--- config.mk ---
export PLATFORM = sky130hd
export DESIGN_NAME = stack_frame_seq
export DESIGN_NICKNAME = d
export VERILOG_FILES = /design/src/rtl/sfs_pkg.sv /design/src/rtl/sfs_ctrl.sv /design/src/rtl/sfs_dpath.sv /design/src/rtl/stack_frame_seq.sv
export SDC_FILE = /design/constraint.sdc
export NUM_CORES = 1
export LEC_CHECK = 0
export ABC_AREA = 1
export CAP_MARGIN = 10
export CORE_MARGIN = 5
export CORE_UTILIZATION = 44
export DETAILED_ROUTE_END_ITERATION = 16
export PLACE_DENSITY = 0.81
export SETUP_SLACK_MARGIN = 0.05
export SLEW_MARGIN = 40
export SYNTH_ARGS = -nofsm -noshare
export SYNTH_HDL_FRONTEND = slang
export SYNTH_SLANG_ARGS = --single-unit
export TNS_END_PERCENT = 50
--- constraint.sdc ---
create_clock -name clk -period 3.1 [get_ports clk]
set_input_delay 0.31 -clock clk [delete_from_list [all_inputs] [get_ports clk]]
set_output_delay 0.31 -clock clk [all_outputs]
set_load 0.02 [all_outputs]
--- src/rtl/sfs_pkg.sv ---
package sfs_pkg;
  typedef struct packed {
    logic run;     // operation in progress
    logic load;    // capture operands
    logic step;    // current transfer accepted
    logic finish;  // final cycle, no transfers left
  } seqStrobe_t;
endpackage

--- src/rtl/sfs_ctrl.sv ---
module sfs_ctrl
  import sfs_pkg::*;
(
  input  logic       clk,
  input  logic       rstN,
  input  logic       start,
  input  logic       remEmpty,
  input  logic       memReady,
  output seqStrobe_t strb
);
  typedef enum logic {S_IDLE, S_RUN} state_t;
  state_t state;

  always_comb begin
    strb.run    = (state == S_RUN);
    strb.load   = (state == S_IDLE) && start;
    strb.finish = (state == S_RUN) && remEmpty;
    strb.step   = (state == S_RUN) && !remEmpty && memReady;
  end

  always_ff @(posedge clk) begin
    if (!rstN)            state <= S_IDLE;
    else if (strb.load)   state <= S_RUN;
    else if (strb.finish) state <= S_IDLE;
  end

  AST_DONE_PULSE: assert property (@(posedge clk) disable iff (!rstN)
    strb.finish |=> !strb.finish && !strb.run);
endmodule

--- src/rtl/sfs_dpath.sv ---
module sfs_dpath
  import sfs_pkg::*;
#(
  parameter int NUM_REGS = 12,
  parameter int REG_BASE = 20,
  parameter int DATA_W   = 32,
  parameter int IDX_W    = 5,
  parameter int FRAME_W  = 5
) (
  input  logic                clk,
  input  logic                rstN,
  input  seqStrobe_t          strb,
  input  logic                opEpilogue,
  input  logic [NUM_REGS-1:0] regMask,
  input  logic [FRAME_W-1:0]  frameSize,
  input  logic [IDX_W-1:0]    jumpIdx,
  input  logic [DATA_W-1:0]   spIn,
  input  logic                memReady,
  input  logic [DATA_W-1:0]   memRdData,
  input  logic [DATA_W-1:0]   rfRdData,
  output logic                remEmpty,
  output logic                memReq,
  output logic                memWe,
  output logic [DATA_W-1:0]   memAddr,
  output logic [DATA_W-1:0]   memWrData,
  output logic [IDX_W-1:0]    rfRdIdx,
  output logic                rfWrEn,
  output logic [IDX_W-1:0]    rfWrIdx,
  output logic [DATA_W-1:0]   rfWrData,
  output logic                done,
  output logic [DATA_W-1:0]   spOut,
  output logic                jumpReq,
  output logic [DATA_W-1:0]   jumpTarget
);
  localparam int BIT_W = $clog2(NUM_REGS);
  localparam logic [DATA_W-1:0] WORD_BYTES = DATA_W'(DATA_W / 8);

  logic                epiLat;
  logic [FRAME_W-1:0]  frameLat;
  logic [IDX_W-1:0]    jumpLat;
  logic [DATA_W-1:0]   spWork;
  logic [NUM_REGS-1:0] remMask;
  logic [BIT_W-1:0]    curBit;
  logic [IDX_W-1:0]    curReg;
  logic [DATA_W-1:0]   frameBytes;

  // mask bit to register mapping: fixed offset from REG_BASE
  function automatic logic [IDX_W-1:0] bitToReg(input logic [BIT_W-1:0] b);
    return IDX_W'(REG_BASE) + IDX_W'(b);
  endfunction

  // pick next register: lowest bit on save, highest bit on restore
  always_comb begin
    curBit = '0;
    for (int i = 0; i < NUM_REGS; i++) begin
      if (epiLat) begin
        if (remMask[i]) curBit = BIT_W'(i);
      end else begin
        if (remMask[NUM_REGS-1-i]) curBit = BIT_W'(NUM_REGS-1-i);
      end
    end
  end

  assign curReg     = bitToReg(curBit);
  assign frameBytes = DATA_W'({frameLat, 2'b00});
  assign remEmpty   = (remMask == '0);

  always_ff @(posedge clk) begin
    if (!rstN) begin
      epiLat   <= 1'b0;
      frameLat <= '0;
      jumpLat  <= '0;
      spWork   <= '0;
      remMask  <= '0;
    end else if (strb.load) begin
      epiLat   <= opEpilogue;
      frameLat <= frameSize;
      jumpLat  <= jumpIdx;
      remMask  <= regMask;
      spWork   <= opEpilogue ? spIn + DATA_W'({frameSize, 2'b00}) : spIn;
    end else if (strb.step) begin
      remMask[curBit] <= 1'b0;
      spWork <= epiLat ? spWork + WORD_BYTES : spWork - WORD_BYTES;
    end
  end

  assign memReq     = strb.run && !remEmpty;
  assign memWe      = memReq && !epiLat;
  assign memAddr    = epiLat ? spWork : spWork - WORD_BYTES;
  assign memWrData  = rfRdData;
  assign rfRdIdx    = strb.finish ? jumpLat : curReg;
  assign rfWrEn     = strb.step && epiLat;
  assign rfWrIdx    = curReg;
  assign rfWrData   = memRdData;
  assign done       = strb.finish;
  assign spOut      = epiLat ? spWork : spWork - frameBytes;
  assign jumpReq    = strb.finish && epiLat && (jumpLat != '0);
  assign jumpTarget = rfRdData;

  AST_HOLD_ACCESS: assert property (@(posedge clk) disable iff (!rstN)
    memReq && !memReady |=> memReq && $stable(memAddr) && $stable(memWe));
  AST_NO_WRITE_STALLED: assert property (@(posedge clk) disable iff (!rstN)
    memReq && !memReady |-> !rfWrEn);
  AST_ASCEND_PUSH: assert property (@(posedge clk) disable iff (!rstN)
    strb.step && !epiLat |=> !memReq || (curBit > $past(curBit)));
  AST_DESCEND_POP: assert property (@(posedge clk) disable iff (!rstN)
    strb.step && epiLat |=> !memReq || (curBit < $past(curBit)));
  AST_START_IGNORED: assert property (@(posedge clk) disable iff (!rstN)
    strb.run && !strb.finish |=> $countones(remMask) <= $countones($past(remMask)));
endmodule

--- src/rtl/stack_frame_seq.sv ---
module stack_frame_seq
  import sfs_pkg::*;
#(
  parameter int NUM_REGS = 12,
  parameter int REG_BASE = 20,
  parameter int DATA_W   = 32,
  parameter int IDX_W    = 5,
  parameter int FRAME_W  = 5
) (
  input  logic                clk,
  input  logic                rstN,
  input  logic                start,
  input  logic                opEpilogue,
  input  logic [NUM_REGS-1:0] regMask,
  input  logic [FRAME_W-1:0]  frameSize,
  input  logic [IDX_W-1:0]    jumpIdx,
  input  logic [DATA_W-1:0]   spIn,
  output logic                memReq,
  output logic                memWe,
  output logic [DATA_W-1:0]   memAddr,
  output logic [DATA_W-1:0]   memWrData,
  input  logic [DATA_W-1:0]   memRdData,
  input  logic                memReady,
  output logic [IDX_W-1:0]    rfRdIdx,
  input  logic [DATA_W-1:0]   rfRdData,
  output logic                rfWrEn,
  output logic [IDX_W-1:0]    rfWrIdx,
  output logic [DATA_W-1:0]   rfWrData,
  output logic                busy,
  output logic                done,
  output logic [DATA_W-1:0]   spOut,
  output logic                jumpReq,
  output logic [DATA_W-1:0]   jumpTarget
);
  seqStrobe_t strb;
  logic       remEmpty;

  sfs_ctrl u_ctrl (
    .clk(clk), .rstN(rstN), .start(start),
    .remEmpty(remEmpty), .memReady(memReady), .strb(strb)
  );

  sfs_dpath #(
    .NUM_REGS(NUM_REGS), .REG_BASE(REG_BASE), .DATA_W(DATA_W),
    .IDX_W(IDX_W), .FRAME_W(FRAME_W)
  ) u_dpath (
    .clk(clk), .rstN(rstN), .strb(strb),
    .opEpilogue(opEpilogue), .regMask(regMask), .frameSize(frameSize),
    .jumpIdx(jumpIdx), .spIn(spIn), .memReady(memReady),
    .memRdData(memRdData), .rfRdData(rfRdData), .remEmpty(remEmpty),
    .memReq(memReq), .memWe(memWe), .memAddr(memAddr), .memWrData(memWrData),
    .rfRdIdx(rfRdIdx), .rfWrEn(rfWrEn), .rfWrIdx(rfWrIdx), .rfWrData(rfWrData),
    .done(done), .spOut(spOut), .jumpReq(jumpReq), .jumpTarget(jumpTarget)
  );

  assign busy = strb.run;
endmodule

# Word level (Yosys, flattened, before mapping)
# Cells that the tools add are included.
[word_totals]
regBits = 56
latch_bits = 0
ramBits = 0
romBits = 0
in_bits = 123
output_inout_bits = 176
wordCells = 79
memories = 0
[classes]
addsub = 5
n_mul = 0
div_mod_pow = 0
order_cmp = 2
n_eq_ne = 0
n_shift = 0
mux = 48
bitwise_logic = 3
reduce_logical = 15
[ops]
columns = ["operator", "count"]
rows = [
  ["two-way mux 32 bit", 6],
  ["two-way mux 4 bit", 35],
  ["adder 32 x 3 -> 32 bit (second input constant)", 1],
  ["adder 32 x 7 -> 32 bit", 1],
  ["subtractor 32 x 3 -> 32 bit (second input constant)", 1],
  ["subtractor 32 x 7 -> 32 bit", 1],
  ["two-way mux 12 bit", 2],
  ["bitwise AND 12 bit", 1],
  ["logical NOT 12 bit", 1],
  ["NOT 12 bit", 1],
  ["logical AND 1 bit", 9],
  ["adder 5 x 4 -> 5 bit (first input constant)", 1],
  ["less-than comparator 4 x 5 -> 1 bit (second input constant)", 1],
  ["two-way mux 5 bit", 1],
  ["nonzero test 5 bit", 1],
  ["demux 1 bit (select 4 bit)", 1],
  [">= comparator 4 x 1 -> 1 bit (second input constant)", 1],
  ["nonzero test 2 bit", 2],
  ["two-way mux 1 bit", 3],
  ["logical NOT 1 bit", 2],
  ["NOT 1 bit", 1],
]

# Longest topological paths before layout
# Gate-level depths: netlist of run 1.
[logic_depth]
ltp_word = 32
depth_mapped = 16
mapped_depth_nobuf = 16

# By module
# Synthesis of run 1 repeated with hierarchy kept, for this count alone.
[unflattened]
hier_cells = 1245
hier_area_um2 = 7390.8
[modules_own_cells]
columns = ["module", "n_inst", "cells_each", "area_each_um2", "seq_area_each_um2"]
rows = [
  ["sfs_dpath", 1, 1232, 7314.5, 1101.1],
  ["sfs_ctrl", 1, 13, 76.3, 20.0],
]

# Worst setup path after synthesis of run 1
# Ideal clock, no wire load.
[synth_timing]
path_type = "reg2out"
startpoint = "register u_dpath.spWork[2]"
endpoint = "output port spOut[24]"
arrival_ps = 2323
required_ps = 2790
slack_ps = 467
stages_incl_launch_ff = 16
n_path_buf = 0
cell_sequence = "dfxtp_1 inv_1 ha_1 fa_1 inv_1 nand3_1 nand2_1 inv_1 nor2_1 inv_1 nand2_1 nor2_2 nand2_1 nor2_1 nand2_1 xor2_1"
[synth_between]
elab_chain_cells = 2
[synth_lines]
columns = ["item", "line", "source"]
rows = [
  ["start, declared", "sfs_dpath.sv:41", "logic [DATA_W-1:0] spWork;"],
  ["start signal, assigned", "sfs_dpath.sv:80", "spWork <= opEpilogue ? spIn + DATA_W'({frameSize, 2'b00}) : spIn;"],
  ["start signal, assigned", "sfs_dpath.sv:83", "spWork <= epiLat ? spWork + WORD_BYTES : spWork - WORD_BYTES;"],
  ["subtractor 32 x 7 -> 32 bit", "sfs_dpath.sv:96", "assign spOut = epiLat ? spWork : spWork - frameBytes;"],
  ["two-way mux 32 bit", "sfs_dpath.sv:96", ""],
  ["end, declared", "stack_frame_seq.sv:31", "output logic [DATA_W-1:0] spOut,"],
]
# Every way passes these cells.

# Final worst setup path of run 1
[layout_timing]
startpoint = "register u_dpath.spWork[2]"
endpoint = "output port memAddr[20]"
[layout_between]
elab_chain_cells = 2
[layout_lines]
columns = ["item", "line", "source"]
rows = [
  ["subtractor 32 x 3 -> 32 bit", "sfs_dpath.sv:89", "assign memAddr = epiLat ? spWork : spWork - WORD_BYTES;"],
  ["two-way mux 32 bit", "sfs_dpath.sv:89", ""],
  ["end, declared", "stack_frame_seq.sv:20", "output logic [DATA_W-1:0] memAddr,"],
]
# Every way passes these cells.

==> summary.md, run 1 <==
Power and ir drop
• leakage power total: 3.903 nW
• IR Drop Worst-Case VDD: 318.2 uV
• power after layout: 3.848 mW
• Power Density: 452.5 nW/um^2
• portion of total power attributed to the clock network: 0.171
• part of the total power dissipated in combinational logic: 0.591
• switching power summed over all nets: 1.811 mW
• Power Internal: 2.037 mW
• fraction of power consumed by sequential logic: 0.237
• fraction of power spent switching nets: 0.4706

Detailed routing
• remaining antenna violation count: 0
• number of remaining DRC errors: 0
• via count: 8275
• DRT Wirelength: 24990 um
• average via count per standard cell: 5.423
• wire length per cell after detailed routing: 16.37 um
• detailed-router iteration count before antenna repair: 5
• Initial DRC Count: 790

Synthesis
• dominant cells by area after synthesis: sky130_fd_sc_hd__nand2_1 (16%), sky130_fd_sc_hd__dfxtp_1 (15%), sky130_fd_sc_hd__buf_4 (10%), sky130_fd_sc_hd__o21ai_0 (7.2%), sky130_fd_sc_hd__xor2_1 (7.0%)
• top cell type's share of synthesized area: 0.1558
• synthesized net count: 1426
• Cell Area, Synth: 7518 um^2
• FFs w/ async S/R, synth: 0
• sequential area share after synthesis: 0.1491
• number of synthesized register bits: 56
• number of enable flip-flop cells after synthesis: 0
• most used flip-flop cell after synthesis: sky130_fd_sc_hd__dfxtp_1
• Post-Syn Area per Cell: 5.860 um^2
• cell taking the most area after synthesis: sky130_fd_sc_hd__nand2_1
• YS warnings: 0
• post-synthesis cell type count: 51
• Cells after Synth: 1283

Floorplanning
• IO Count: 299
• starting density of the core: 0.4502
• placement row count: 47
• Horiz. Die Dim: 140.7 um
• core outline area: 16700 um^2
• die height: 140.7 um
• die area: 19800 um^2

Place
• RD Place Congestion: 1.010
• post-placement cell area: 8361 um^2
• sum of net half-perimeters after detailed placement: 20270 um
• number of buffer cells added on primary ports: 138

Setup path
• type of destination of the critical path: output port
• critical path data required time: 2.79 ns
• FF-to-FF End: u_dpath.remMask[2]
• data arrival time of the critical path: 2.68 ns
• FF-to-FF setup slack: 0.85 ns
• top fanout value on the critical path: 6
• worst reg2reg startpoint: u_dpath.epiLat
• first element of the critical path: u_dpath.spWork[2]
• number of cell instances on the worst register-to-register path: 11
• destination of the critical timing path: memAddr[20]
• category of the most critical setup path: flop to output port
• critical path launch point type: flop

Clock network
• maximum level of the CTS H-tree: 2
• clock network latency to the later pin of the worst-skew pair: 0.30 ns
• clock-pin slew reported for the worst setup and hold paths after clock tree synthesis: 0.07 ns
• number of post-CTS setup repair buffers: 0
• clock buffer count from CTS: 5
• hold-fix buffer count after cts: 0
• Clock Path Buffers: 2
• number of clock sinks seen by CTS: 56
• root buffer cell: sky130_fd_sc_hd__clkbuf_16
• clock tree from TritonCTS: built

Finish
• finished layout cell area: 8503 um^2
• relative area change from synthesis to final layout: 13.10%
• number of antenna diodes: 0
• final net count: 1448
• ratio of cells with drive above 1 in the final layout: 0.08959
• Layout fillers: 1760
• utilization after layout: 0.5091

STA
• Hold Slack: 0.4657 ns
• final total negative setup slack: 0 ns
• post-layout minimum cycle time: 2.990 ns
• Tightest Pin Transition: 0.5994 ns
• top achievable clock speed: 334.4 MHz
• ratio of final minimum period to clock period: 0.9647
• final hold vios: 0
• worst slew margin relative to its limit: 0.5999
• count of final max-slew check failures: 0
• final-report setup violation count: 0
• RSZ-0062 raised after global routing: yes
• setup clock skew after layout: 0.01206 ns

GRT
• vias in the first global route: 7364
• GR Util met2: 0.3773
• antenna violations before repair: 0
• total global routing overflow: 0
• global-route wire length before repair: 39420 um
• total track usage: 0.2417
• GRT met3 Usage: 0.03556
• maximum number of pins on one net before global-route repair: 42
• GR peak layer: met2
• M1 GR Usage: 0.3520

Run
• reported max-cap violation count: 0

Hold path
• type of the worst min-delay path: flop to flop

Outcome
• outcome: finished clean

routing by layer:
layer	part of all wire	wire length, um
met3	0.099	2470
met5	0	0
met2	0.44	10930
met4	0.019	464
met1	0.44	11120
area by class of cell:
type	instances	area, um^2	share of cell area
Timing Repair Buffer	171	1590	0.1870
Multi-Input combinational cell	925	4797	0.5642
Sequential cell	56	1122	0.1320
Clock buffer	6	128.9	0.01516
Clock inverter	2	38.79	0.004562
Inverter	146	550.5	0.06474
Tap cell	220	275.3	0.03237
sequential cells by signal (all words and copies together), names as in the netlist:
register,count
u_ctrl.state,1
u_dpath.jumpLat,5
u_dpath.remMask,12
u_dpath.epiLat,1
u_dpath.frameLat,5
u_dpath.spWork,32
worst min path at each step:
stage,startpoint,to,slack [ns],cells after the start
after floorplan,u_dpath.frameLat[2],u_dpath.frameLat[2],0.43,2
after global placement,u_dpath.frameLat[4],u_dpath.frameLat[4],0.44,2
after detailed placement,u_dpath.frameLat[2],u_dpath.frameLat[2],0.46,2
after CTS,u_dpath.frameLat[2],u_dpath.frameLat[2],0.47,2
after global routing,u_dpath.frameLat[4],u_dpath.frameLat[4],0.51,2
final,u_dpath.frameLat[2],u_dpath.frameLat[2],0.47,2
power by group through the flow:
stage / registers (mW) / clock network [mW] / logic, mW
after global placement: 0.919 / 0 / 2.27
final: 0.913 / 0.660 / 2.28
after CTS: 0.905 / 0.668 / 2.26
after global routing: 0.920 / 0.696 / 2.47
after floorplan: 0.855 / 0 / 1.62
after detailed placement: 0.922 / 0 / 2.29
cell families (layout without fill, tap and decap cells):
group                    Yosys count  count (layout)  share of synthesized area
AO/OA/AOI/OAI                    213             213                     0.1558
buffers and inverters            302             325                     0.2148
flip-flops                        56              56                     0.1491
AND/OR/NAND/NOR                  629             629                     0.3706
adder cells (fa/ha/maj)           20              20                    0.03528
XOR/XNOR                          63              63                    0.07439
worst max-delay path: stages (launching register included):
cell	delay, ns
sky130_fd_sc_hd__dfxtp_1	0.32
sky130_fd_sc_hd__inv_1	0.08
sky130_fd_sc_hd__buf_4	0.16
sky130_fd_sc_hd__ha_1	0.30
sky130_fd_sc_hd__nand4_4	0.19
sky130_fd_sc_hd__nor2_2	0.28
sky130_fd_sc_hd__nand3_1	0.14
sky130_fd_sc_hd__xor2_1	0.25
sky130_fd_sc_hd__clkdlybuf4s50_1	0.68
cells in the mapped netlist (6+ instances only):
cell,n
sky130_fd_sc_hd__xor2_1,60
sky130_fd_sc_hd__nand2_1,312
sky130_fd_sc_hd__buf_2,24
sky130_fd_sc_hd__nor3_1,24
sky130_fd_sc_hd__inv_1,138
sky130_fd_sc_hd__a21oi_1,58
sky130_fd_sc_hd__clkbuf_1,18
sky130_fd_sc_hd__o21ai_1,9
sky130_fd_sc_hd__nand4_1,24
sky130_fd_sc_hd__a31oi_1,8
sky130_fd_sc_hd__nor2_1,131
sky130_fd_sc_hd__ha_1,18
sky130_fd_sc_hd__nand3_1,84
sky130_fd_sc_hd__nor2_4,8
sky130_fd_sc_hd__o21ai_0,108
sky130_fd_sc_hd__buf_4,105
sky130_fd_sc_hd__nor2_2,11
sky130_fd_sc_hd__dfxtp_1,56
sky130_fd_sc_hd__nand2_2,12
sky130_fd_sc_hd__buf_6,7
sky130_fd_sc_hd__inv_2,6
repair_timing:
action | in CTS | in global routing
cloned | 0 | 0
setup endpoints to repair | 20 | 31
gates resized for setup | 22 | 38
cells in the final DEF, fill, tap and decap left out, drive strengths merged, types with 4 or more instances in the layout:
cell / instances
nand2: 324
nor2: 150
inv: 145
o21ai: 118
clkdlybuf4s50: 110
nand3: 86
a21oi: 63
xor2: 61
dfxtp: 56
buf: 34
nor3: 29
nand4: 25
ha: 18
clkbuf: 16
dlymetal6s2s: 9
a31oi: 8
nand3b: 5
o211ai: 5
dlygate4sd2: 5
nor4: 4
through the flow:
step,cells,setup slack [ns]
floorplan,1283,0.4674
global placement,1518,0.1689
detailed placement,1518,0.08888
CTS,1526,0.05207
global route,1526,-0.03796
finish,1526,0.1095
(Power assumes the default switching activity.)
==> run 2, diff against run 1 <==
- ABC_CLOCK_PERIOD_IN_PS: not set -> 3100
- CORE_UTILIZATION: 44 -> 30
- PLACE_DENSITY: 0.81 -> not set
==> run 2 against run 1 <==
  * Maximum frequency barely moved
  * Utilization decreased by 16 points
  * Routed wire length grew 7.0%
  * Via count is 2.4% lower
  * Non-clock buffer count shrank 1
  * First-iteration DRC count decreased by 5.6%
  * Final area increased by 2.0%
  * Clock power grew 2%
  * Clock skew is 0.00092 ns lower
  * Combinational power about the same
  * Final cell count up 7.1%
  * Total power grew 1.4%
  * Critical path type unchanged
  * Critical endpoint is now memAddr[17]
  * Largest power group unchanged
==> summary.md, run 2 (synthesis results as in run 1) <==
Finish
• relative area change from synthesis to final layout: 15.31%
• Post-Layout Cell Count: 1635
• final net count: 1447
• leading cell type in the layout, fill and taps excluded: sky130_fd_sc_hd__nand2_1
• register containing the most flip-flops in the final layout: u_dpath.spWork
• utilization after layout: 0.3473
• ratio of cells with drive above 1 in the final layout: 0.09042
• largest registers in the final layout: u_dpath.spWork (32), u_dpath.remMask (12)
• commonest cells after routing, fill and taps aside: sky130_fd_sc_hd__nand2_1 (310), sky130_fd_sc_hd__inv_1 (137), sky130_fd_sc_hd__nor2_1 (127)
• number of antenna diodes: 0
• Largest register FFs: 32

Setup path
• critical path launch point type: flop
• top fanout value on the critical path: 8
• FF-to-FF End: u_dpath.spWork[28]
• critical path depth in cells: 12
• number of cell instances on the worst register-to-register path: 11
• cells along the critical path: buf_4, nor2_2, nand2_2, nor2_4, nand2_2, nor2_4, nand2_2, nand2_1, nand3_1, o21a_1, inv_1, clkdlybuf4s50_1
• worst path buffer plus inverter count: 3
• family with the most delay on the worst path: simple AND/OR/NAND/NOR gates
• FF-to-FF setup slack: 0.83 ns
• data arrival time of the critical path: 2.68 ns
• max incr delay on CP: 0.60 ns
• CP max stage cell: sky130_fd_sc_hd__clkdlybuf4s50_1
• type of destination of the critical path: output port
• first element of the critical path: u_dpath.spWork[3]
• worst reg2reg startpoint: u_dpath.spWork[8]
• category of the most critical setup path: flop to output port
• cell repeated most along the worst path: sky130_fd_sc_hd__nand2_2
• critical path data required time: 2.79 ns

STA
• setup clock skew after layout: 0.01114 ns
• post-layout minimum cycle time: 2.990 ns
• post-layout worst setup margin: 0.1097 ns
• count of final max-slew check failures: 0
• worst slew margin relative to its limit: 0.5658
• ratio of final minimum period to clock period: 0.9646
• Hold Slack: 0.4681 ns
• final-report setup violation count: 0
• top achievable clock speed: 334.4 MHz
• final hold vios: 0
• RSZ-0062 raised after global routing: yes
• final total negative setup slack: 0 ns
• Tightest Pin Transition: 0.6505 ns

Floorplanning
• die area: 28330 um^2
• die height: 168.3 um
• placement row count: 58
• IO Count: 299
• Horiz. Die Dim: 168.3 um
• starting density of the core: 0.3012
• core outline area: 24960 um^2

Outcome
• outcome: finished clean

Run
• reported max-cap violation count: 0

Detailed routing
• DRT Wirelength: 26750 um
• detailed-router iteration count before antenna repair: 5
• via count: 8077
• number of remaining DRC errors: 0
• average via count per standard cell: 4.940
• Initial DRC Count: 746
• wire length per cell after detailed routing: 16.36 um
• remaining antenna violation count: 0

Power and ir drop
• leakage power total: 3.925 nW
• IR Drop Worst-Case VDD: 251.2 uV
• Power Density: 450.0 nW/um^2

Hold path
• start point of the worst min-delay path: u_dpath.frameLat[3]
• Hold Path Sink: u_dpath.frameLat[3]
• worst hold path stage count: 2
• type of the worst min-delay path: flop to flop

GRT
• total global routing overflow: 0
• maximum number of pins on one net before global-route repair: 52
• vias in the first global route: 7577
• antenna violations before repair: 0
• total track usage: 0.1819
• global-route wire length before repair: 42150 um

Place
• number of buffer cells added on primary ports: 138
• sum of net half-perimeters after detailed placement: 22010 um
• placed insts: 1627
• RD Place Congestion: 0.9446
• Post-Place Setup Slack: 0.06824 ns

Clock network
• clock buffer count from CTS: 5
• Clock Path Buffers: 2
• clock-pin slew reported for the worst setup and hold paths after clock tree synthesis: 0.07 ns
• maximum level of the CTS H-tree: 2
• clock network latency to the later pin of the worst-skew pair: 0.30 ns
• root buffer cell: sky130_fd_sc_hd__clkbuf_16
• clock tree from TritonCTS: built
• hold-fix buffer count after cts: 0
• number of clock sinks seen by CTS: 56

==> run 2: what timing repair did <==
| item | CTS | global route |
|---|---|---|
| pin swaps | 0 | 0 |
| endpoints found under the setup margin | 20 | 34 |
| gates resized for setup | 23 | 44 |
| setup buffers | 0 | 0 |
==> run 2: stage by stage <==
stage	total power, mW	cell area [um^2]
final	3.901	8670
after global routing	4.176	8670
after CTS	3.895	8648
after detailed placement	3.248	8492
after global placement	3.241	8492
after floorplan	2.472	7518
==> run 2: cell type report <==
class / count / area, um^2
multi-input combinational: 925 / 4820
inverter: 146 / 550.5
tap: 330 / 412.9
clock inverter: 2 / 38.79
clock buffer: 6 / 138.9
sequential: 56 / 1122
fill: 2792 / 16290
timing repair buffer: 170 / 1587
==> run 2: how the worst max path moves through the flow <==
stage,to,slack [ns]
CTS,spOut[26],0.05
detailed placement,spOut[21],0.07
floorplan,spOut[24],0.47
global placement,spOut[21],0.14
finish,memAddr[17],0.11
global route,rfRdIdx[3],-0.02
==> run 2: power by group <==
part           leakage, nW  internal [mW]  switching, mW
clock network       0.0871          0.405          0.271
logic                 3.37          0.859           1.45
registers            0.463          0.794          0.122
==> run 2: worst reg2reg max path: stages (launching register included) <==
cell and delay, ns:
sky130_fd_sc_hd__dfxtp_1 0.57, sky130_fd_sc_hd__inv_1 0.21, sky130_fd_sc_hd__nor3_1 0.48, sky130_fd_sc_hd__and3_1 0.30, sky130_fd_sc_hd__nand2_1 0.09, sky130_fd_sc_hd__xor2_1 0.15
sky130_fd_sc_hd__nand2_1 0.06, sky130_fd_sc_hd__nand2_1 0.08, sky130_fd_sc_hd__nand2_1 0.07, sky130_fd_sc_hd__nand3_1 0.08, sky130_fd_sc_hd__nand2_1 0.07, sky130_fd_sc_hd__inv_1 0.03
==> run 2: routing by layer <==
metal | wire, um | vias to the layer above | GRT usage
met4 | 541 | 0 | 0.04834
met1 | 12670 | 3633 | 0.2693
met5 | 0 | - | 0
met3 | 2287 | 33 | 0.02512
met2 | 11250 | 356 | 0.2759
li1 | - | 4055 | -
==> run 3, diff against run 2 <==
- PLACE_DENSITY: not set -> 0.66
- SKIP_LAST_GASP: not set -> 1
==> run 3 against run 2 <==
  * Sequential cell count is the same
  * Hold slack gained 0.0073 ns
  * Utilization grew 0.13 points
  * Largest power group unchanged
  * Clock power shrank 13%
  * Non-clock buffer count grew 1
==> summary.md, run 3 (synthesis results as in run 1) <==
Hold path
• worst hold path stage count: 2
• start point of the worst min-delay path: u_dpath.frameLat[3]
• Hold Path Sink: u_dpath.frameLat[3]
• type of the worst min-delay path: flop to flop

Place
• sum of net half-perimeters after detailed placement: 21900 um
• post-placement cell area: 8512 um^2
• Post-Place Setup Slack: 0.1238 ns
• number of buffer cells added on primary ports: 138
• placed insts: 1628
• RD Place Congestion: 0.9634

Clock network
• clock network latency to the later pin of the worst-skew pair: 0.30 ns
• number of clock sinks seen by CTS: 56
• clock tree from TritonCTS: built
• root buffer cell: sky130_fd_sc_hd__clkbuf_16
• clock buffer count from CTS: 5
• maximum level of the CTS H-tree: 2
• hold-fix buffer count after cts: 0
• number of post-CTS setup repair buffers: 0
• clock-pin slew reported for the worst setup and hold paths after clock tree synthesis: 0.07 ns
• Clock Path Buffers: 2

GRT
• total track usage: 0.1833
• vias in the first global route: 7732
• antenna violations before repair: 0
• total global routing overflow: 0
• global-route wire length before repair: 42470 um
• maximum number of pins on one net before global-route repair: 52

Floorplanning
• Horiz. Die Dim: 168.3 um
• die height: 168.3 um
• core outline area: 24960 um^2
• die area: 28330 um^2
• placement row count: 58
• starting density of the core: 0.3012
• IO Count: 299

Detailed routing
• number of remaining DRC errors: 0
• remaining antenna violation count: 0
• DRT Wirelength: 26750 um
• Initial DRC Count: 765
• average via count per standard cell: 4.989
• via count: 8162
• wire length per cell after detailed routing: 16.35 um
• detailed-router iteration count before antenna repair: 6

Setup path
• worst path buffer plus inverter count: 3
• worst reg2reg startpoint: u_dpath.spWork[2]
• cells along the critical path: inv_1, buf_4, ha_1, nand4_4, nor2_2, nand3_1, xor2_1, clkdlybuf4s50_1
• type of destination of the critical path: output port
• family with the most delay on the worst path: buffers and inverters
• FF-to-FF setup slack: 0.85 ns
• number of cell instances on the worst register-to-register path: 10
• critical path data required time: 2.79 ns
• category of the most critical setup path: flop to output port
• max incr delay on CP: 0.70 ns
• data arrival time of the critical path: 2.70 ns
• critical path launch point type: flop
• FF-to-FF End: u_dpath.spWork[16]
• CP max stage cell: sky130_fd_sc_hd__clkdlybuf4s50_1
• top fanout value on the critical path: 6
• first element of the critical path: u_dpath.spWork[2]

Finish
• leading cell type in the layout, fill and taps excluded: sky130_fd_sc_hd__nand2_1
• Largest register FFs: 32
• ratio of cells with drive above 1 in the final layout: 0.08193
• utilization after layout: 0.3485
• finished layout cell area: 8701 um^2
• commonest cells after routing, fill and taps aside: sky130_fd_sc_hd__nand2_1 (311), sky130_fd_sc_hd__inv_1 (137), sky130_fd_sc_hd__nor2_1 (130)
• Layout fillers: 2824
• largest registers in the final layout: u_dpath.spWork (32), u_dpath.remMask (12)
• multi-input logic area: 4805 um^2
• number of antenna diodes: 0
• relative area change from synthesis to final layout: 15.73%
• Post-Layout Cell Count: 1636
• final net count: 1448
• register area: 1122 um^2
• register containing the most flip-flops in the final layout: u_dpath.spWork

STA
• top achievable clock speed: 332.4 MHz
• Tightest Pin Transition: 0.6310 ns
• setup clock skew after layout: 0.008548 ns
• count of final max-slew check failures: 0
• ratio of final minimum period to clock period: 0.9704
• final hold vios: 0
• post-layout minimum cycle time: 3.008 ns
• worst slew margin relative to its limit: 0.5789
• final total negative setup slack: 0 ns
• post-layout worst setup margin: 0.09179 ns
• RSZ-0062 raised after global routing: yes
• Hold Slack: 0.4754 ns
• final-report setup violation count: 0

Power and ir drop
• leakage power total: 3.970 nW
• IR Drop Worst-Case VDD: 210.3 uV
• power after layout: 3.844 mW
• Power Density: 441.8 nW/um^2

Outcome
• outcome: finished clean

Run
• reported max-cap violation count: 0

## run 3: cell types whose count changed in the layout (fill, tap and decap cells not counted), moves of 2 or more
cell | before | now
sky130_fd_sc_hd__clkbuf_2 | 9 | 1
sky130_fd_sc_hd__clkdlybuf4s50_1 | 108 | 116
sky130_fd_sc_hd__dlymetal6s2s_1 | 10 | 15
sky130_fd_sc_hd__clkdlybuf4s15_1 | 3 | 0
sky130_fd_sc_hd__nor2_1 | 127 | 130
sky130_fd_sc_hd__dlygate4sd2_1 | 6 | 4
sky130_fd_sc_hd__nor2_2 | 13 | 11
## run 3: worst max-delay path by stage
stage	to	slack (ns)	cells after the start
after CTS	spOut[26]	-0.16	16
after global routing	memAddr[29]	-0.09	11
final	memAddr[20]	0.09	8
after floorplan	spOut[24]	0.47	15
after detailed placement	spOut[21]	0.12	15
after global placement	spOut[21]	0.14	15
## run 3: repair_timing
item,in CTS,in global routing
cloned,0,0
pin swaps,0,2
endpoints found under the setup margin,19,37
gates resized for setup,7,28
endpoints found under the hold margin,0,0
## run 3: worst reg2reg max path, delay by kind of cell (launching register included)
| kind | cells | cell delay, ns |
|---|---|---|
| DFF | 1 | 0.31 |
| xor gates and xnor gates | 1 | 0.18 |
| buffers and inverters | 2 | 0.23 |
| adders and majority gates | 1 | 0.27 |
| AOI/OAI and AO/OA | 3 | 0.60 |
| and+or+nand+nor | 3 | 0.60 |
## run 3: layout make-up
cell class                      count  share of cell area
Sequential cell                    56              0.1290
Multi-Input combinational cell    925              0.5522
Clock buffer                        5             0.01438
Timing Repair Buffer              171              0.1913
Clock inverter                      3            0.002445
Tap cell                          330             0.04745
Inverter                          146             0.06327
## run 3: power by group
group | switching [mW] | total [mW] | internal [mW]
logic | 1.45 | 2.34 | 0.896
clock network | 0.283 | 0.585 | 0.302
registers | 0.120 | 0.914 | 0.794
## run 3: per-layer routing
layer  part of all wire  track usage  vias to the layer above
li1                   -            -                     4071
met1               0.48       0.2685                     3741
met2               0.43       0.2825                      320
met5                  0            0                        -
met3              0.078      0.02559                       30
met4              0.019      0.04622                        0
